File: src/rtl/dw_pkg.sv
package dw_pkg;
  typedef enum logic [1:0] {
    CH_IDLE   = 2'd0,
    CH_BUSY   = 2'd1,
    CH_PAUSED = 2'd2
  } ch_state_e;

  typedef enum logic [2:0] {
    PH_IDLE,
    PH_FETCH,
    PH_HAND,
    PH_XFER,
    PH_PAUSE
  } phase_e;

  localparam int CTRL_PAUSE_BIT = 0;
  localparam int CTRL_FINAL_BIT = 1;
  localparam int PACKED_WORDS   = 4;
  localparam int CHAINED_WORDS  = 6;
  localparam int PACKED_STRIDE  = 16;
endpackage

File: src/rtl/dw_fetch.sv
// Word-by-word descriptor reader: one outstanding request, words stored by index.
module dw_fetch #(
  parameter int AW   = 64,
  parameter int DW   = 32,
  parameter int MAXW = 6
) (
  input  logic                clk,
  input  logic                rst,
  input  logic                start,
  input  logic                abort,
  input  logic [AW-1:0]       base,
  input  logic [$clog2(MAXW+1)-1:0] nwords,
  output logic                rd_req_valid,
  output logic [AW-1:0]       rd_req_addr,
  input  logic                rd_req_ready,
  input  logic                rd_rsp_valid,
  input  logic [DW-1:0]       rd_rsp_data,
  input  logic                rd_rsp_err,
  output logic                fetch_done,
  output logic                fetch_err,
  output logic [MAXW*DW-1:0]  words
);
  localparam int IW  = $clog2(MAXW+1);
  localparam int BPW = DW / 8;

  logic          active;
  logic          waiting;
  logic [IW-1:0] idx;
  logic [IW-1:0] idx_nxt;
  logic [AW-1:0] base_q;
  logic [DW-1:0] wbuf [MAXW];
  logic          take_rsp;

  assign idx_nxt  = idx + IW'(1);
  assign take_rsp = active && waiting && rd_rsp_valid && !abort && !start;

  always_ff @(posedge clk) begin
    if (rst) begin
      active       <= 1'b0;
      waiting      <= 1'b0;
      idx          <= '0;
      base_q       <= '0;
      rd_req_valid <= 1'b0;
      rd_req_addr  <= '0;
      fetch_done   <= 1'b0;
      fetch_err    <= 1'b0;
    end else begin
      fetch_done <= 1'b0;
      fetch_err  <= 1'b0;
      if (abort) begin
        active       <= 1'b0;
        waiting      <= 1'b0;
        rd_req_valid <= 1'b0;
      end else if (start) begin
        active       <= 1'b1;
        waiting      <= 1'b0;
        idx          <= '0;
        base_q       <= base;
        rd_req_valid <= 1'b1;
        rd_req_addr  <= base;
      end else if (active) begin
        if (rd_req_valid && rd_req_ready) begin
          rd_req_valid <= 1'b0;
          waiting      <= 1'b1;
        end
        if (take_rsp) begin
          waiting <= 1'b0;
          if (rd_rsp_err) begin
            active    <= 1'b0;
            fetch_err <= 1'b1;
          end else if (idx_nxt == nwords) begin
            active     <= 1'b0;
            fetch_done <= 1'b1;
          end else begin
            idx          <= idx_nxt;
            rd_req_valid <= 1'b1;
            rd_req_addr  <= base_q + AW'(idx_nxt) * AW'(BPW);
          end
        end
      end
    end
  end

  // Word store kept free of reset so it maps onto plain storage.
  always_ff @(posedge clk) begin
    if (take_rsp && !rd_rsp_err) begin
      wbuf[idx] <= rd_rsp_data;
    end
  end

  for (genvar g = 0; g < MAXW; g++) begin : g_pack
    assign words[g*DW +: DW] = wbuf[g];
  end
endmodule

File: src/rtl/dw_seq.sv
// Walk sequencer: phases, descriptor count, pause points and next-address choice.
module dw_seq
  import dw_pkg::*;
#(
  parameter int AW = 64,
  parameter int DW = 32,
  parameter int CW = 16,
  parameter int IW = 3
) (
  input  logic          clk,
  input  logic          rst,
  input  logic [AW-1:0] start_ptr,
  input  logic          linked,
  input  logic [CW-1:0] count,
  input  logic          cmd_enable,
  input  logic          cmd_disable,
  input  logic          cmd_resume,
  input  logic          fetch_done,
  input  logic          fetch_err,
  input  logic [AW-1:0] f_addr,
  input  logic [DW-1:0] f_size,
  input  logic [DW-1:0] f_ctrl,
  input  logic [AW-1:0] f_next,
  output logic          f_start,
  output logic [IW-1:0] f_nwords,
  output logic          dsc_valid,
  output logic [AW-1:0] dsc_addr,
  output logic [DW-1:0] dsc_size,
  output logic [DW-1:0] dsc_ctrl,
  input  logic          dsc_ready,
  input  logic          xfer_done,
  output ch_state_e     state,
  output logic [AW-1:0] cur_addr,
  output logic          done_pulse,
  output logic          err_pulse
);
  phase_e        phase;
  logic          linked_q;
  logic [CW-1:0] remaining;
  logic [AW-1:0] next_q;
  logic          ends_here;

  assign f_nwords  = linked_q ? IW'(CHAINED_WORDS) : IW'(PACKED_WORDS);
  assign ends_here = dsc_ctrl[CTRL_FINAL_BIT] || (remaining == CW'(1));

  always_comb begin
    case (phase)
      PH_IDLE:  state = CH_IDLE;
      PH_PAUSE: state = CH_PAUSED;
      default:  state = CH_BUSY;
    endcase
  end

  always_ff @(posedge clk) begin
    if (rst) begin
      phase      <= PH_IDLE;
      linked_q   <= 1'b0;
      remaining  <= '0;
      next_q     <= '0;
      cur_addr   <= '0;
      f_start    <= 1'b0;
      dsc_valid  <= 1'b0;
      dsc_addr   <= '0;
      dsc_size   <= '0;
      dsc_ctrl   <= '0;
      done_pulse <= 1'b0;
      err_pulse  <= 1'b0;
    end else begin
      f_start    <= 1'b0;
      done_pulse <= 1'b0;
      err_pulse  <= 1'b0;
      if (cmd_disable) begin
        phase     <= PH_IDLE;
        dsc_valid <= 1'b0;
      end else begin
        case (phase)
          PH_IDLE: begin
            if (cmd_enable) begin
              linked_q  <= linked;
              remaining <= count;
              cur_addr  <= start_ptr;
              if (count == '0) begin
                done_pulse <= 1'b1;
              end else begin
                phase   <= PH_FETCH;
                f_start <= 1'b1;
              end
            end
          end
          PH_FETCH: begin
            if (fetch_err) begin
              err_pulse <= 1'b1;
              phase     <= PH_IDLE;
            end else if (fetch_done) begin
              dsc_addr  <= f_addr;
              dsc_size  <= f_size;
              dsc_ctrl  <= f_ctrl;
              dsc_valid <= 1'b1;
              next_q    <= linked_q ? f_next : cur_addr + AW'(PACKED_STRIDE);
              phase     <= PH_HAND;
            end
          end
          PH_HAND: begin
            if (dsc_ready) begin
              dsc_valid <= 1'b0;
              phase     <= PH_XFER;
            end
          end
          PH_XFER: begin
            if (xfer_done) begin
              remaining <= remaining - CW'(1);
              if (ends_here) begin
                done_pulse <= 1'b1;
                phase      <= PH_IDLE;
              end else begin
                cur_addr <= next_q;
                if (dsc_ctrl[CTRL_PAUSE_BIT]) begin
                  phase <= PH_PAUSE;
                end else begin
                  phase   <= PH_FETCH;
                  f_start <= 1'b1;
                end
              end
            end
          end
          PH_PAUSE: begin
            if (cmd_resume) begin
              phase   <= PH_FETCH;
              f_start <= 1'b1;
            end
          end
          default: phase <= PH_IDLE;
        endcase
      end
    end
  end
endmodule

File: src/rtl/dsc_walker.sv
module dsc_walker
  import dw_pkg::*;
#(
  parameter int AW = 64,
  parameter int DW = 32,
  parameter int CW = 16
) (
  input  logic          clk,
  input  logic          rst,
  input  logic [AW-1:0] cfg_start_ptr,
  input  logic          cfg_linked,
  input  logic [CW-1:0] cfg_count,
  input  logic          cmd_enable,
  input  logic          cmd_disable,
  input  logic          cmd_resume,
  output logic          rd_req_valid,
  output logic [AW-1:0] rd_req_addr,
  input  logic          rd_req_ready,
  input  logic          rd_rsp_valid,
  input  logic [DW-1:0] rd_rsp_data,
  input  logic          rd_rsp_err,
  output logic          dsc_valid,
  output logic [AW-1:0] dsc_addr,
  output logic [DW-1:0] dsc_size,
  output logic [DW-1:0] dsc_ctrl,
  input  logic          dsc_ready,
  input  logic          xfer_done,
  output logic [1:0]    ch_state,
  output logic          ch_enable,
  output logic [DW-1:0] cur_dsc_lo,
  output logic [DW-1:0] cur_dsc_hi,
  output logic          done_pulse,
  output logic          err_pulse
);
  localparam int MAXW = CHAINED_WORDS;
  localparam int IW   = $clog2(MAXW+1);

  logic              f_start;
  logic [IW-1:0]     f_nwords;
  logic              f_done;
  logic              f_err;
  logic [MAXW*DW-1:0] f_words;
  logic [AW-1:0]     cur_addr;
  ch_state_e         st;

  dw_fetch #(.AW(AW), .DW(DW), .MAXW(MAXW)) u_fetch (
    .clk          (clk),
    .rst          (rst),
    .start        (f_start),
    .abort        (cmd_disable),
    .base         (cur_addr),
    .nwords       (f_nwords),
    .rd_req_valid (rd_req_valid),
    .rd_req_addr  (rd_req_addr),
    .rd_req_ready (rd_req_ready),
    .rd_rsp_valid (rd_rsp_valid),
    .rd_rsp_data  (rd_rsp_data),
    .rd_rsp_err   (rd_rsp_err),
    .fetch_done   (f_done),
    .fetch_err    (f_err),
    .words        (f_words)
  );

  dw_seq #(.AW(AW), .DW(DW), .CW(CW), .IW(IW)) u_seq (
    .clk         (clk),
    .rst         (rst),
    .start_ptr   (cfg_start_ptr),
    .linked      (cfg_linked),
    .count       (cfg_count),
    .cmd_enable  (cmd_enable),
    .cmd_disable (cmd_disable),
    .cmd_resume  (cmd_resume),
    .fetch_done  (f_done),
    .fetch_err   (f_err),
    .f_addr      (f_words[2*DW-1:0]),
    .f_size      (f_words[3*DW-1:2*DW]),
    .f_ctrl      (f_words[4*DW-1:3*DW]),
    .f_next      (f_words[6*DW-1:4*DW]),
    .f_start     (f_start),
    .f_nwords    (f_nwords),
    .dsc_valid   (dsc_valid),
    .dsc_addr    (dsc_addr),
    .dsc_size    (dsc_size),
    .dsc_ctrl    (dsc_ctrl),
    .dsc_ready   (dsc_ready),
    .xfer_done   (xfer_done),
    .state       (st),
    .cur_addr    (cur_addr),
    .done_pulse  (done_pulse),
    .err_pulse   (err_pulse)
  );

  assign ch_state   = st;
  assign ch_enable  = (st != CH_IDLE);
  assign cur_dsc_lo = cur_addr[DW-1:0];
  assign cur_dsc_hi = cur_addr[2*DW-1:DW];
endmodule

File: config.mk
export PLATFORM = sky130hd
export DESIGN_NAME = dsc_walker
export DESIGN_NICKNAME = d
export VERILOG_FILES = /design/src/rtl/dw_pkg.sv /design/src/rtl/dw_fetch.sv /design/src/rtl/dw_seq.sv /design/src/rtl/dsc_walker.sv
export SDC_FILE = /design/constraint.sdc
export NUM_CORES = 1
export LEC_CHECK = 0
export BUFFER_PORTS_ARGS = -buffer_cell sky130_fd_sc_hd__buf_2
export CELL_PAD_IN_SITES_DETAIL_PLACEMENT = 0
export CELL_PAD_IN_SITES_GLOBAL_PLACEMENT = 2
export CORE_ASPECT_RATIO = 0.9
export CORE_MARGIN = 4
export CORE_UTILIZATION = 38
export DETAILED_ROUTE_END_ITERATION = 8
export MAX_ROUTING_LAYER = met4
export PLACE_DENSITY = 0.82
export SYNTH_ARGS = -nofsm -noshare
export SYNTH_HDL_FRONTEND = slang
export SYNTH_HIERARCHICAL = 1
export SYNTH_SLANG_ARGS = --single-unit
File: constraint.sdc
create_clock -name clk -period 11.59 [get_ports clk]
set_input_delay 1.159 -clock clk [delete_from_list [all_inputs] [get_ports clk]]
set_output_delay 1.159 -clock clk [all_outputs]
set_load 0.01 [all_outputs]
==> impl_metrics.csv <==
group,metric,value,unit
outcome,outcome,"completed",
layout,area_growth_syn_to_layout,18.47,%
detailed_routing,drt_first_pass_iters,5,
detailed_routing,vias_per_cell,5.436,
floorplanning,die_area,70910,um2
global_routing,grt_pass1_wl,127800,um
pwr,comb_power_share,5.2,%
sta,clock_tree_skew_after_final_layout,31.63,ps
global_routing,global_route_met3_utilization,5.310,%
synth,cells_taking_the_most_area_after_synthesis,"sky130_fd_sc_hd__dfxtp_1 (33%), sky130_fd_sc_hd__edfxtp_1 (23%), sky130_fd_sc_hd__nand2_1 (10%)",
global_routing,grt_antenna_before_repair,9,
global_routing,largest_net_degree_at_the_start_of_global_routing,115,
clock_tree,ctsHtreeMaxLevel,3,
synth,synth.distinct_cells,74,
global_routing,grt_busiest_layer,"met2",
pwr,power.net_switching,1.139,mW
sta,hold_viol,0,
floorplanning,die_h,253.0,um
layout,post_route_cells_drive_above_1_share,20.64,%
clock_tree,worstSkewPairLatency,620,ps
detailed_routing,detail_route.drc_violations,0,
floorplanning,fp.coreArea,65810,um2
layout,utilization,45.63,%
layout,fin_nets,3098,
hold_path,worstHoldPathType,"flip-flop to flip-flop",
floorplanning,die-width,280.2,um
clock_tree,numCtsBuffers,69,
synth,sequential_area_share_after_synthesis,55.60,%
clock_tree,cts_resized,0,
pwr,power.density_cell_area,154.6,nW/um2
floorplanning,placement_rows,89,
setup_path,crit_path_frequent_cell,"sky130_fd_sc_hd__buf_4",
global_routing,globalRouteTotalUtil,24.28,%
global_routing,grt_pass1_vias,20410,
synth,post_synth_instance_area,25350,um2
setup_path,critical_path.max_fanout,114,
setup_path,cp-start-kind,"input pin",
place,place_hpwl,57790,um
detailed_routing,route.antenna.remaining_nets,0,
pwr,portion_of_total_power_attributed_to_the_clock_network,45.9,%
setup_path,critical_path.cell_chain,"buf_8 -> buf_4 -> buf_4 -> buf_4 -> nor3_1 -> a31oi_1 -> o21ai_0",
place,gp_congestion,0.8588,
synth,synthCells,2674,
pwr,seqPwrFrac,48.9,%
pwr,total_power,4.642,mW
setup_path,crit_path_end_kind,"flip-flop",
pwr,vdd_drop_max,102.8,uV
floorplanning,io_pins,386,
sta,setup-tns-final,0,ps
sta,slew_violations,0,
detailed_routing,dr_total_vias,21140,
clock_tree,path_clk_slew,50,ps
clock_tree,tritoncts_num_sinks,608,
clock_tree,tritoncts,"yes",
sta,slew_limit_headroom,19.88,%
sta,grt_setup_unrepaired,"no",
synth,seq_cells_post_synth,608,
setup_path,rrSetupSlack,8160,ps
hold_path,whs_path_depth,2,
detailed_routing,initialDrtViolationCount,1634,
global_routing,global_route.usage.met1,33.35,%
synth,async_flop_share,0,%
setup_path,critPathRequiredTime,12070,ps
sta,final_period_minus_worst_setup_slack,3898,ps
synth,yosysTopAreaCell,"sky130_fd_sc_hd__dfxtp_1",
setup_path,cp_slowest_stage_delay,710,ps
sta,setup_viol_count_final,0,
pwr,internal_power,3.503,mW
sta,layout_worst_path_cycle_share,33.64,%
global_routing,grt_use_met2,36.58,%
setup_path,worst_path_max_delay_cell,"sky130_fd_sc_hd__buf_4",
synth,syn_nets,2805,
sta,max_clock_freq,256.5,MHz
clock_tree,cts_buffer_depth,3,
floorplanning,initial_core_util,38.52,%
synth,count_of_flip_flops_with_a_built_in_enable_after_synthesis,192,
synth,synth.avg_cell_area,9.479,um2
detailed_routing,post_drt_wl_per_cell,22.35,um
setup_path,data_arrival_time_of_the_critical_path,4380,ps
setup_path,r2r.worst_path.cells,7,
clock_tree,postCtsHoldBufs,0,
clock_tree,cts_root_buffer,"sky130_fd_sc_hd__clkbuf_16",
place,place.port_buffers,385,
pwr,cellLeakagePower,10.66,nW
synth,postSynth.topFlopCell,"sky130_fd_sc_hd__dfxtp_1",
synth,ys_warn_count,6,
job,max_cap_viol_count,0,
clock_tree,cts.repair_timing.setup_buffer_count,0,
synth,synth_top_area_share,32.85,%
sta,worstMarginPinSlew,1202,ps
global_routing,grt_overflow_total,0,
detailed_routing,route.final.wire_length,86890,um
pwr,netSwitchingFraction,24.53,%
setup_path,criticalPathCategory,"input pin to flip-flop",
power by group through the flow:
stage	sequential [mW]	clock (mW)	combinational, mW
final	2.27	2.13	0.242
after global routing	2.27	2.27	0.264
after CTS	2.27	2.18	0.245
after detailed placement	2.32	0	0.244
after global placement	2.32	0	0.241
after floorplan	2.30	0	0.133
worst paths after layout:
kind | startpoint | endpoint
worst max register to register | u_seq/cur_addr[4]$_SDFFE_PP0P_ | u_seq/next_q[58]$_SDFFE_PP0P_
worst min register to register | u_fetch/rd_req_addr[17]$_SDFFE_PP0P_ | u_fetch/rd_req_addr[17]$_SDFFE_PP0P_
worst min-delay path | u_fetch/rd_req_addr[17]$_SDFFE_PP0P_ | u_fetch/rd_req_addr[17]$_SDFFE_PP0P_
worst max-delay path | rst | u_fetch/rd_req_addr[24]$_SDFFE_PP0P_
cell families after synthesis:
group | after synthesis | share of synthesized area, %
adders and majority gates | 8 | 0.4245
and+or+nand+nor | 1111 | 19.63
AOI/OAI and AO/OA | 596 | 15.98
xor gates and xnor gates | 115 | 4.028
buffers and inverters | 223 | 3.825
DFF | 608 | 55.60
other | 2 | 0.02963
muxes | 11 | 0.4837
state kept, by name, indices dropped and copies added (netlist names), 3 cells and up:
name	flops
u_seq/phase	3
u_seq/next_q	64
u_fetch/base_q	64
u_seq/cur_addr	64
u_fetch/rd_req_addr	64
u_fetch/wbuf	192
u_seq/dsc_ctrl	32
u_fetch/idx	3
u_seq/remaining	16
u_seq/dsc_addr	64
u_seq/dsc_size	32
synthesized netlist by cell type, drive strengths merged (3+ instances only):
library cell / count
and4: 8
a311oi: 65
mux2i: 10
a31oi: 17
nand3: 48
xnor2: 78
clkbuf: 151
o21a: 7
or2: 11
buf: 41
o32ai: 3
nand2: 676
a21oi: 278
edfxtp: 192
nand2b: 19
nor3: 68
a22o: 4
nor2: 129
and2: 5
o211ai: 21
a211oi: 21
a22oi: 4
o21ai: 65
ha: 7
xor2: 36
dfxtp: 416
a221oi: 3
nor3b: 3
and3: 38
inv: 29
nor4: 35
nor2b: 7
a21boi: 30
nor4b: 6
nand4: 35
or3: 16
a21o: 4
o22ai: 57
layer usage:
metal  part of all wire, %  wire length (um)
met5                     0                 0
met3                   7.2              6219
met1                    46             39600
met2                    45             38870
met4                   2.5              2197
layout make-up:
cell class                      instances  area [um2]
Inverter                               31       116.4
Clock inverter                         24       284.0
Fill cell                            6359       35780
Clock buffer                           99        1929
Antenna cell                            5       12.51
Multi-Input combinational cell       1843       10350
Sequential cell                       608       14100
Tap cell                              864        1081
Timing Repair Buffer                  414        2155
stage by stage:
step / cells / area (um2) / setup WS (ps) / hold slack [ps]
2_1_floorplan: 2674 / 25350 / 5902 / 423.1
3_3_place_gp: 3760 / 27800 / 7122 / 439.3
3_5_place_dp: 3760 / 27800 / 7111 / 441.3
4_1_cts: 3883 / 30020 / 7767 / 448.7
5_1_grt: 3885 / 30020 / 7460 / 472.4
6_report: 3888 / 30030 / 7692 / 446.0
critical path, delay by kind of cell:
| family | cells | cell delay, ps |
|---|---|---|
| buffers and inverters | 4 | 2580 |
| AND/OR/NAND/NOR | 1 | 140 |
| AO/OA/AOI/OAI | 2 | 260 |
cells in the final DEF, fill, tap and decap left out, types with 47 or more instances in the layout:
cell type                   instances
sky130_fd_sc_hd__nand3_1           47
sky130_fd_sc_hd__a311oi_2          64
sky130_fd_sc_hd__clkbuf_16         69
sky130_fd_sc_hd__xnor2_1           78
sky130_fd_sc_hd__o21ai_0           63
sky130_fd_sc_hd__dfxtp_1          414
sky130_fd_sc_hd__nor3_1            65
sky130_fd_sc_hd__buf_2            384
sky130_fd_sc_hd__a21oi_1          278
sky130_fd_sc_hd__nand2_1          676
sky130_fd_sc_hd__o22ai_1           57
sky130_fd_sc_hd__nor2_1           128
sky130_fd_sc_hd__edfxtp_1         192
(Power assumes the default switching activity.)
